===== src/rtl/pec_pkg.sv =====
package pec_pkg;
  localparam int CNT_W    = 20;
  localparam int LO_W     = 16;
  localparam int HI_REG_W = 8;
  localparam int SEL_W    = 2;
  localparam logic [HI_REG_W-1:0] HI_RST = 8'hF0;
endpackage


===== src/rtl/pec_preset_regs.sv =====
module pec_preset_regs #(
  parameter int CNT_W    = pec_pkg::CNT_W,
  parameter int LO_W     = pec_pkg::LO_W,
  parameter int HI_REG_W = pec_pkg::HI_REG_W,
  parameter logic [HI_REG_W-1:0] HI_RST = pec_pkg::HI_RST
) (
  input  logic             clk,
  input  logic             rst_n,
  input  logic             standby,
  input  logic             wr_en,
  input  logic             wr_sel,
  input  logic [1:0]       wr_be,
  input  logic [LO_W-1:0]  wr_data,
  output logic [CNT_W-1:0] preset
);
  localparam int HI_W = CNT_W - LO_W;
  localparam logic [CNT_W-1:0] PRESET_RST = {HI_RST[HI_W-1:0], {LO_W{1'b0}}};

  logic [HI_REG_W-1:0] hi_q, hi_d;
  logic [LO_W-1:0]     lo_q, lo_d;
  logic [CNT_W-1:0]    pre_q, pre_d;
  logic                hi_wr, lo_wr;

  // Upper register: byte lane 0 only. Lower register: both lanes required.
  assign hi_wr = wr_en & ~wr_sel & wr_be[0];
  assign lo_wr = wr_en &  wr_sel & (&wr_be);

  always_comb begin
    hi_d  = hi_q;
    lo_d  = lo_q;
    pre_d = pre_q;
    if (standby) begin
      hi_d  = HI_RST;
      lo_d  = '0;
      pre_d = PRESET_RST;
    end else begin
      if (hi_wr) hi_d = wr_data[HI_REG_W-1:0];
      if (lo_wr) begin
        lo_d  = wr_data;
        pre_d = {hi_q[HI_W-1:0], wr_data};
      end
    end
  end

  always_ff @(posedge clk or negedge rst_n) begin
    if (!rst_n) begin
      hi_q  <= HI_RST;
      lo_q  <= '0;
      pre_q <= PRESET_RST;
    end else begin
      hi_q  <= hi_d;
      lo_q  <= lo_d;
      pre_q <= pre_d;
    end
  end

  assign preset = pre_q;
endmodule


===== src/rtl/pec_prescaler.sv =====
module pec_prescaler #(
  parameter int SEL_W = pec_pkg::SEL_W
) (
  input  logic             clk,
  input  logic             rst_n,
  input  logic             standby,
  input  logic             restart,
  input  logic [SEL_W-1:0] div_sel,
  output logic             tick
);
  localparam int PS_W = (1 << SEL_W) - 1;

  logic [PS_W-1:0] ps_q, ps_d;
  logic [PS_W-1:0] mask;

  // mask = 2^div_sel - 1; a tick is issued when the phase reaches mask
  always_comb begin
    mask = '0;
    for (int i = 0; i < PS_W; i++) begin
      if (i < int'(div_sel)) mask[i] = 1'b1;
    end
  end

  assign tick = ~restart & ~standby & ((ps_q & mask) == mask);

  always_comb begin
    if (standby || restart) ps_d = '0;
    else                    ps_d = ps_q + 1'b1;
  end

  always_ff @(posedge clk or negedge rst_n) begin
    if (!rst_n) ps_q <= '0;
    else        ps_q <= ps_d;
  end
endmodule


===== src/rtl/pec_counter.sv =====
module pec_counter #(
  parameter int CNT_W = pec_pkg::CNT_W
) (
  input  logic             clk,
  input  logic             rst_n,
  input  logic             standby,
  input  logic             ref_pulse,
  input  logic             fb_pulse,
  input  logic             tick,
  input  logic [CNT_W-1:0] preset,
  output logic [CNT_W-1:0] count,
  output logic [CNT_W-1:0] err_data,
  output logic             err_valid
);
  localparam logic [CNT_W-1:0] MID = {1'b1, {(CNT_W-1){1'b0}}};

  logic [CNT_W-1:0] cnt_q, cnt_d, err_q, err_d;
  logic             vld_q, vld_d;

  always_comb begin
    cnt_d = cnt_q;
    err_d = err_q;
    vld_d = 1'b0;
    if (standby) begin
      cnt_d = '0;
      err_d = '0;
    end else begin
      // capture samples the pre-update count, so it wins over a reload
      if (fb_pulse) begin
        err_d = cnt_q - MID;
        vld_d = 1'b1;
      end
      if (ref_pulse)  cnt_d = preset;
      else if (tick)  cnt_d = cnt_q + 1'b1;
    end
  end

  always_ff @(posedge clk or negedge rst_n) begin
    if (!rst_n) begin
      cnt_q <= '0;
      err_q <= '0;
      vld_q <= 1'b0;
    end else begin
      cnt_q <= cnt_d;
      err_q <= err_d;
      vld_q <= vld_d;
    end
  end

  assign count     = cnt_q;
  assign err_data  = err_q;
  assign err_valid = vld_q;
endmodule


===== src/rtl/phase_err_counter.sv =====
module phase_err_counter #(
  parameter int CNT_W    = pec_pkg::CNT_W,
  parameter int LO_W     = pec_pkg::LO_W,
  parameter int HI_REG_W = pec_pkg::HI_REG_W,
  parameter int SEL_W    = pec_pkg::SEL_W
) (
  input  logic             clk,
  input  logic             rst_n,
  input  logic             standby,
  input  logic             wr_en,
  input  logic             wr_sel,
  input  logic [1:0]       wr_be,
  input  logic [LO_W-1:0]  wr_data,
  output logic [LO_W-1:0]  rd_data,
  input  logic [SEL_W-1:0] div_sel,
  input  logic             ref_pulse,
  input  logic             fb_pulse,
  output logic [CNT_W-1:0] count,
  output logic [CNT_W-1:0] err_data,
  output logic             err_valid
);
  logic [CNT_W-1:0] preset_w;
  logic             tick_w;

  assign rd_data = '0;

  pec_preset_regs #(
    .CNT_W(CNT_W), .LO_W(LO_W), .HI_REG_W(HI_REG_W)
  ) u_regs (
    .clk(clk), .rst_n(rst_n), .standby(standby),
    .wr_en(wr_en), .wr_sel(wr_sel), .wr_be(wr_be), .wr_data(wr_data),
    .preset(preset_w)
  );

  pec_prescaler #(.SEL_W(SEL_W)) u_ps (
    .clk(clk), .rst_n(rst_n), .standby(standby),
    .restart(ref_pulse), .div_sel(div_sel), .tick(tick_w)
  );

  pec_counter #(.CNT_W(CNT_W)) u_cnt (
    .clk(clk), .rst_n(rst_n), .standby(standby),
    .ref_pulse(ref_pulse), .fb_pulse(fb_pulse), .tick(tick_w),
    .preset(preset_w), .count(count), .err_data(err_data),
    .err_valid(err_valid)
  );
endmodule


===== config.mk =====
export PLATFORM = sky130hd
export DESIGN_NAME = phase_err_counter
export DESIGN_NICKNAME = d
export VERILOG_FILES = /design/src/rtl/pec_pkg.sv /design/src/rtl/pec_preset_regs.sv /design/src/rtl/pec_prescaler.sv /design/src/rtl/pec_counter.sv /design/src/rtl/phase_err_counter.sv
export SDC_FILE = /design/constraint.sdc
export NUM_CORES = 1
export LEC_CHECK = 0
export ABC_CLOCK_PERIOD_IN_PS = 3500
export BUFFER_PORTS_ARGS = -buffer_cell sky130_fd_sc_hd__buf_2
export CAP_MARGIN = 20
export CORE_ASPECT_RATIO = 1.75
export CORE_MARGIN = 4
export CORE_UTILIZATION = 55
export DETAILED_ROUTE_END_ITERATION = 12
export PLACE_DENSITY = 0.86
export SYNTH_ARGS = -nofsm -noshare
export SYNTH_HDL_FRONTEND = slang
export SYNTH_SLANG_ARGS = --single-unit

===== constraint.sdc =====
create_clock -name clk -period 3.5 [get_ports clk]
set_input_delay 0.35 -clock clk [delete_from_list [all_inputs] [get_ports clk]]
set_output_delay 0.35 -clock clk [all_outputs]
set_load 0.05 [all_outputs]

-- Word-level counts from Yosys, hierarchy flattened
Index checks and enable logic that the tools add are counted.
- bitwise logic cells: 10
- mux-type cells: 15
- equal/unequal tests: 1
- shift-type cells: 0
- divide/modulo/power cells: 0
- $lt $le $gt $ge: 3
- multipliers: 0
- add/subtract/negate cells: 3
- reductions and logical operators: 6
- operators by type and width (operator ; number):
    $mux W20 ; 7
    $add A20 B1 Y20 const B ; 1
    $sub A20 B20 Y20 const B ; 1
    $mux W4 ; 2
    $and A1 B1 Y1 ; 6
    $reduce_bool A2 Y1 ; 3
    $mux W1 ; 5
    $lt A1 B2 Y1 const A ; 2
    $add A3 B1 Y3 const B ; 1
    $and A3 B3 Y3 ; 1
    $eq A3 B3 Y1 ; 1
    $mux W3 ; 1
    $not A1 Y1 ; 3
    $reduce_bool A3 Y1 ; 1
    $lt A2 B2 Y1 const A ; 1
    $reduce_and A2 Y1 ; 1
    $logic_or A1 B1 Y1 ; 1
- memories kept: 0
- register bits: 68
- bits of input ports: 27
- RAM bits: 0
- bits in latches: 0
- ROM bits: 0
- word-level logic and storage cells: 44

-- Logic depth before layout (Yosys ltp)
- depth in word-level cells: 8
- mapped depth: 6

-- By module
From an unflattened synthesis, not the netlist that was laid out.
- cells, all modules: 331
- area, all modules: 3523.4 µm²
- by module, submodules not included (module ; times used ; area each (µm²) ; cells each):
    pec_counter ; 1 ; 2099.5 ; 205
    pec_preset_regs ; 1 ; 1162.4 ; 97
    pec_prescaler ; 1 ; 137.6 ; 12
    phase_err_counter ; 1 ; 123.9 ; 17

-- Least setup slack after synthesis
OpenSTA, ideal clock, no wires.
- path type: register -> register
- start point: register u_cnt.cnt_q[0], in the netlist u_cnt.count[0]
- end point: register u_cnt.cnt_q[12], in the netlist u_cnt.count[12]
- arrival time: 2161 ps
- setup time: 99 ps
- clock period less this slack: 2261 ps
- path slack: 1239 ps
- stages on the path, launching flop included: 7
- cells stage by stage: dfrtp_1 -> ha_1 -> inv_1 -> or3_4 -> buf_6 -> or4_1 -> a311oi_1
- word-level cells in the longest chain between the ends: 4
- RTL lines (element ; RTL line ; text):
    start: declaration ; pec_counter.sv:17 ; logic [CNT_W-1:0] cnt_q, cnt_d, err_q, err_d;
    start signal: assignment ; pec_counter.sv:44 ; cnt_q <= cnt_d;
    $add A20 B1 Y20 ; pec_counter.sv:34 ; else if (tick) cnt_d = cnt_q + 1'b1;
    $mux W20 ; pec_counter.sv:34 ;
    $mux W20 ; pec_counter.sv:33 ; if (ref_pulse) cnt_d = preset;
    $mux W20 ; pec_counter.sv:24 ; if (standby) begin
Every way passes these cells. The select of a mux whose other input is x is not followed.
A chain may end at the register's enable or synchronous reset.

-- Worst setup path after layout
- start point: register u_cnt.cnt_q[0], in the netlist u_cnt.count[0]
- end point: register u_cnt.cnt_q[14], in the netlist u_cnt.count[14]
The elaborated chain is that of the path after synthesis.

==> results.json <==
{
  "status": "finished, final reports clean",
  "drc": 0,
  "clock.fmax_mhz": 495,
  "cp_max_fo": 12,
  "post-place-cells": 476,
  "worst_slew_pin_slew_ns": 0.918,
  "route.final.wire_length_um": 7730,
  "power_per_cell_area_nw_per_um2": 429,
  "grt_pass1_wl_um": 12900,
  "syn_to_final_growth_pct": 12.9,
  "placed_area_sq_um": 3660,
  "hold_class": "input port to register",
  "maxCapViolations": 0,
  "synth_most_common_cell": "dfrtp_1",
  "timing.reg2reg.setup_slack_ns": 1.48,
  "fp.dieW_um": 67.4,
  "crit_path_start": "u_cnt.count[0]",
  "required_ns": 3.76,
  "clock_latency_ns": 0.35,
  "die-area_sq_um": 7550,
  "antenna_cells": 0,
  "grt_remaining_overflow": 0,
  "fin_worst_skew_ns": 0.00694,
  "reg2reg_from": "u_cnt.count[0]",
  "hold_violations": 0,
  "grt_antenna_before_repair": 0,
  "route.met3.wl_um": 426,
  "fin_crit_sh": 0.577,
  "yosys.area.top_type": "dfrtp_1",
  "synthCells": 355,
  "drt-initial-drc-count": 134,
  "nets": 439,
  "setup_viol": 0,
  "wl_per_cell_um": 15.7,
  "yosys-top-cells-area": "dfrtp_1 (50%), mux2i_1 (7.1%), nand2_1 (6.3%)",
  "clockBufferDepth": 2,
  "irDropWorstVdd_uv": 297,
  "m1WireLength_um": 3030,
  "critPathCapture": "u_cnt.count[14]",
  "die_y_um": 112,
  "p_leak_uw": 0.00184,
  "cts_sinks": 68,
  "initial_core_util": 0.574,
  "slew_headroom": 0.387,
  "routabilityCongestion": 0.924,
  "yosysTopAreaCellShare": 0.500,
  "dr_wl_met2_um": 4130,
  "ios": 84,
  "core_area_sq_um": 5930,
  "r2r-end": "u_cnt.count[14]",
  "synth_edf_count": 0,
  "num_vias": 2772,
  "ys_async_sr_fraction": 1.00,
  "final_area_sq_um": 3840,
  "synth_warnings": 0,
  "grtUsageTotal": 0.225,
  "critPathKind": "register to register",
  "postRouteAntennaNets": 0,
  "grt_pass1_vias": 2686,
  "rsz0062_at_grt": "false",
  "cts_tree": "done",
  "startpoint_type": "register",
  "h-tree-depth": 3,
  "ys_top_cells_by_count": "dfrtp_1 (68), nand2_1 (57), nor2_1 (42)",
  "vias_per_cell": 5.62,
  "synth.distinct_cells": 45,
  "fin_tns_setup_ns": 0,
  "whs_path_depth": 3,
  "cp-end-kind": "register",
  "crit_arrival_ns": 2.27,
  "cts_buffers": 9,
  "grt_start_max_net_pins": 49,
  "syn-mean-instance-area_sq_um": 9.58,
  "rows": 37,
  "drive_above_1_share": 0.229,
  "numPortBuffers": 67,
  "clk_pin_slew_ns": 0.07,
  "cts-root-buf": "clkbuf_8",
  "fin_crit_ns": 2.02,
  "final_cells": 493,
  "hpwl_um": 5520,
  "synth_area_sq_um": 3400,
  "maxUsedRoutingLayer": "met4",
  "synth.ff_latch_count": 68,
  "synth_ff_type": "dfrtp_1",
  "dr.pass1.iters": 4,
  "seq_area_frac_synth": 0.500,
  "drv_slew": 0,
  "r2r_cells": 5
}
[metal layers]
| metal | global-route usage | vias up |
|---|---|---|
| li1 | - | 1333 |
| met1 | 0.266 | 1330 |
| met2 | 0.378 | 96 |
| met3 | 0.0561 | 13 |
| met4 | 0.0949 | 0 |
| met5 | 0 | - |
[power by group]
part | switching, uW | internal (uW)
clock network | 289 | 271
logic | 192 | 59.8
registers | 25.9 | 809
total | 506 | 1140
[cell usage in the layout (no fill, tap or decap), types with 4 or more instances in the layout]
master,count
dfrtp_1,68
nand2_1,57
inv_1,9
or4_1,7
nor2_1,42
nor3_1,5
conb_1,16
a311oi_1,11
mux2i_1,24
a21oi_1,23
buf_4,4
clkbuf_8,10
nand4_1,5
buf_2,67
nand3_1,8
o31ai_1,9
clkinv_2,4
[critical path, stage by stage, from the launching register on]
cell      delay [ns]
dfrtp_1         0.43
ha_1            0.22
inv_1           0.07
or3_4           0.45
or4_1           0.49
a311oi_1        0.26
[metrics by stage]
| stage | utilization | hold slack (ns) | total power (uW) | worst slack, ns |
|---|---|---|---|---|
| finish | 0.648 | 0.228 | 1650 | 1.48 |
| global placement | 0.618 | 0.239 | 1100 | 1.56 |
| floorplan | - | 0.0544 | 1040 | 1.24 |
| detailed placement | 0.618 | 0.238 | 1100 | 1.49 |
| CTS | 0.648 | 0.214 | 1660 | 1.47 |
| global route | 0.648 | 0.225 | 1720 | 1.38 |
[cells by family (layout without fill, tap and decap cells)]
logic type | Yosys count | count (layout) | share of synthesized area
other cells | 1 | 16 | 0.00110
mux | 24 | 24 | 0.0706
simple gates | 144 | 144 | 0.198
flops | 68 | 68 | 0.500
fa+ha+maj | 2 | 2 | 0.00736
compound gates | 62 | 62 | 0.129
xor+xnor | 2 | 2 | 0.00515
buf+inv | 52 | 97 | 0.0879
[area by class of cell]
class,instances,area (sq um)
fill,519,2090
timing repair buffer,72,375
multi-input combinational,250,1460
sequential,68,1700
clock inverter,5,27.5
inverter,9,33.8
tap,78,97.6
clock buffer,11,141
[worst min path at each step]
stage,from,endpoint
finish,wr_data[11],u_regs.preset[11]
global route,wr_data[4],u_regs.preset[4]
CTS,wr_data[11],u_regs.preset[11]
detailed placement,rst_n,u_regs.preset[11]
global placement,rst_n,u_cnt.count[19]
floorplan,rst_n,u_cnt.count[0]
[sequential cells by signal (all words and copies together) (netlist names)]
register	count
u_ps.ps_q	3
u_cnt.count	20
u_regs.preset	20
u_regs.hi_q	4
u_cnt.err_valid	1
u_cnt.err_data	20
[repair_timing]
item | CTS | global route
resized for setup | 0 | 0
hold buffers | 1 | 0
setup buffers | 0 | 0
hold endpoints to repair | 10 | 0
Power figures use the tool's default switching activity.
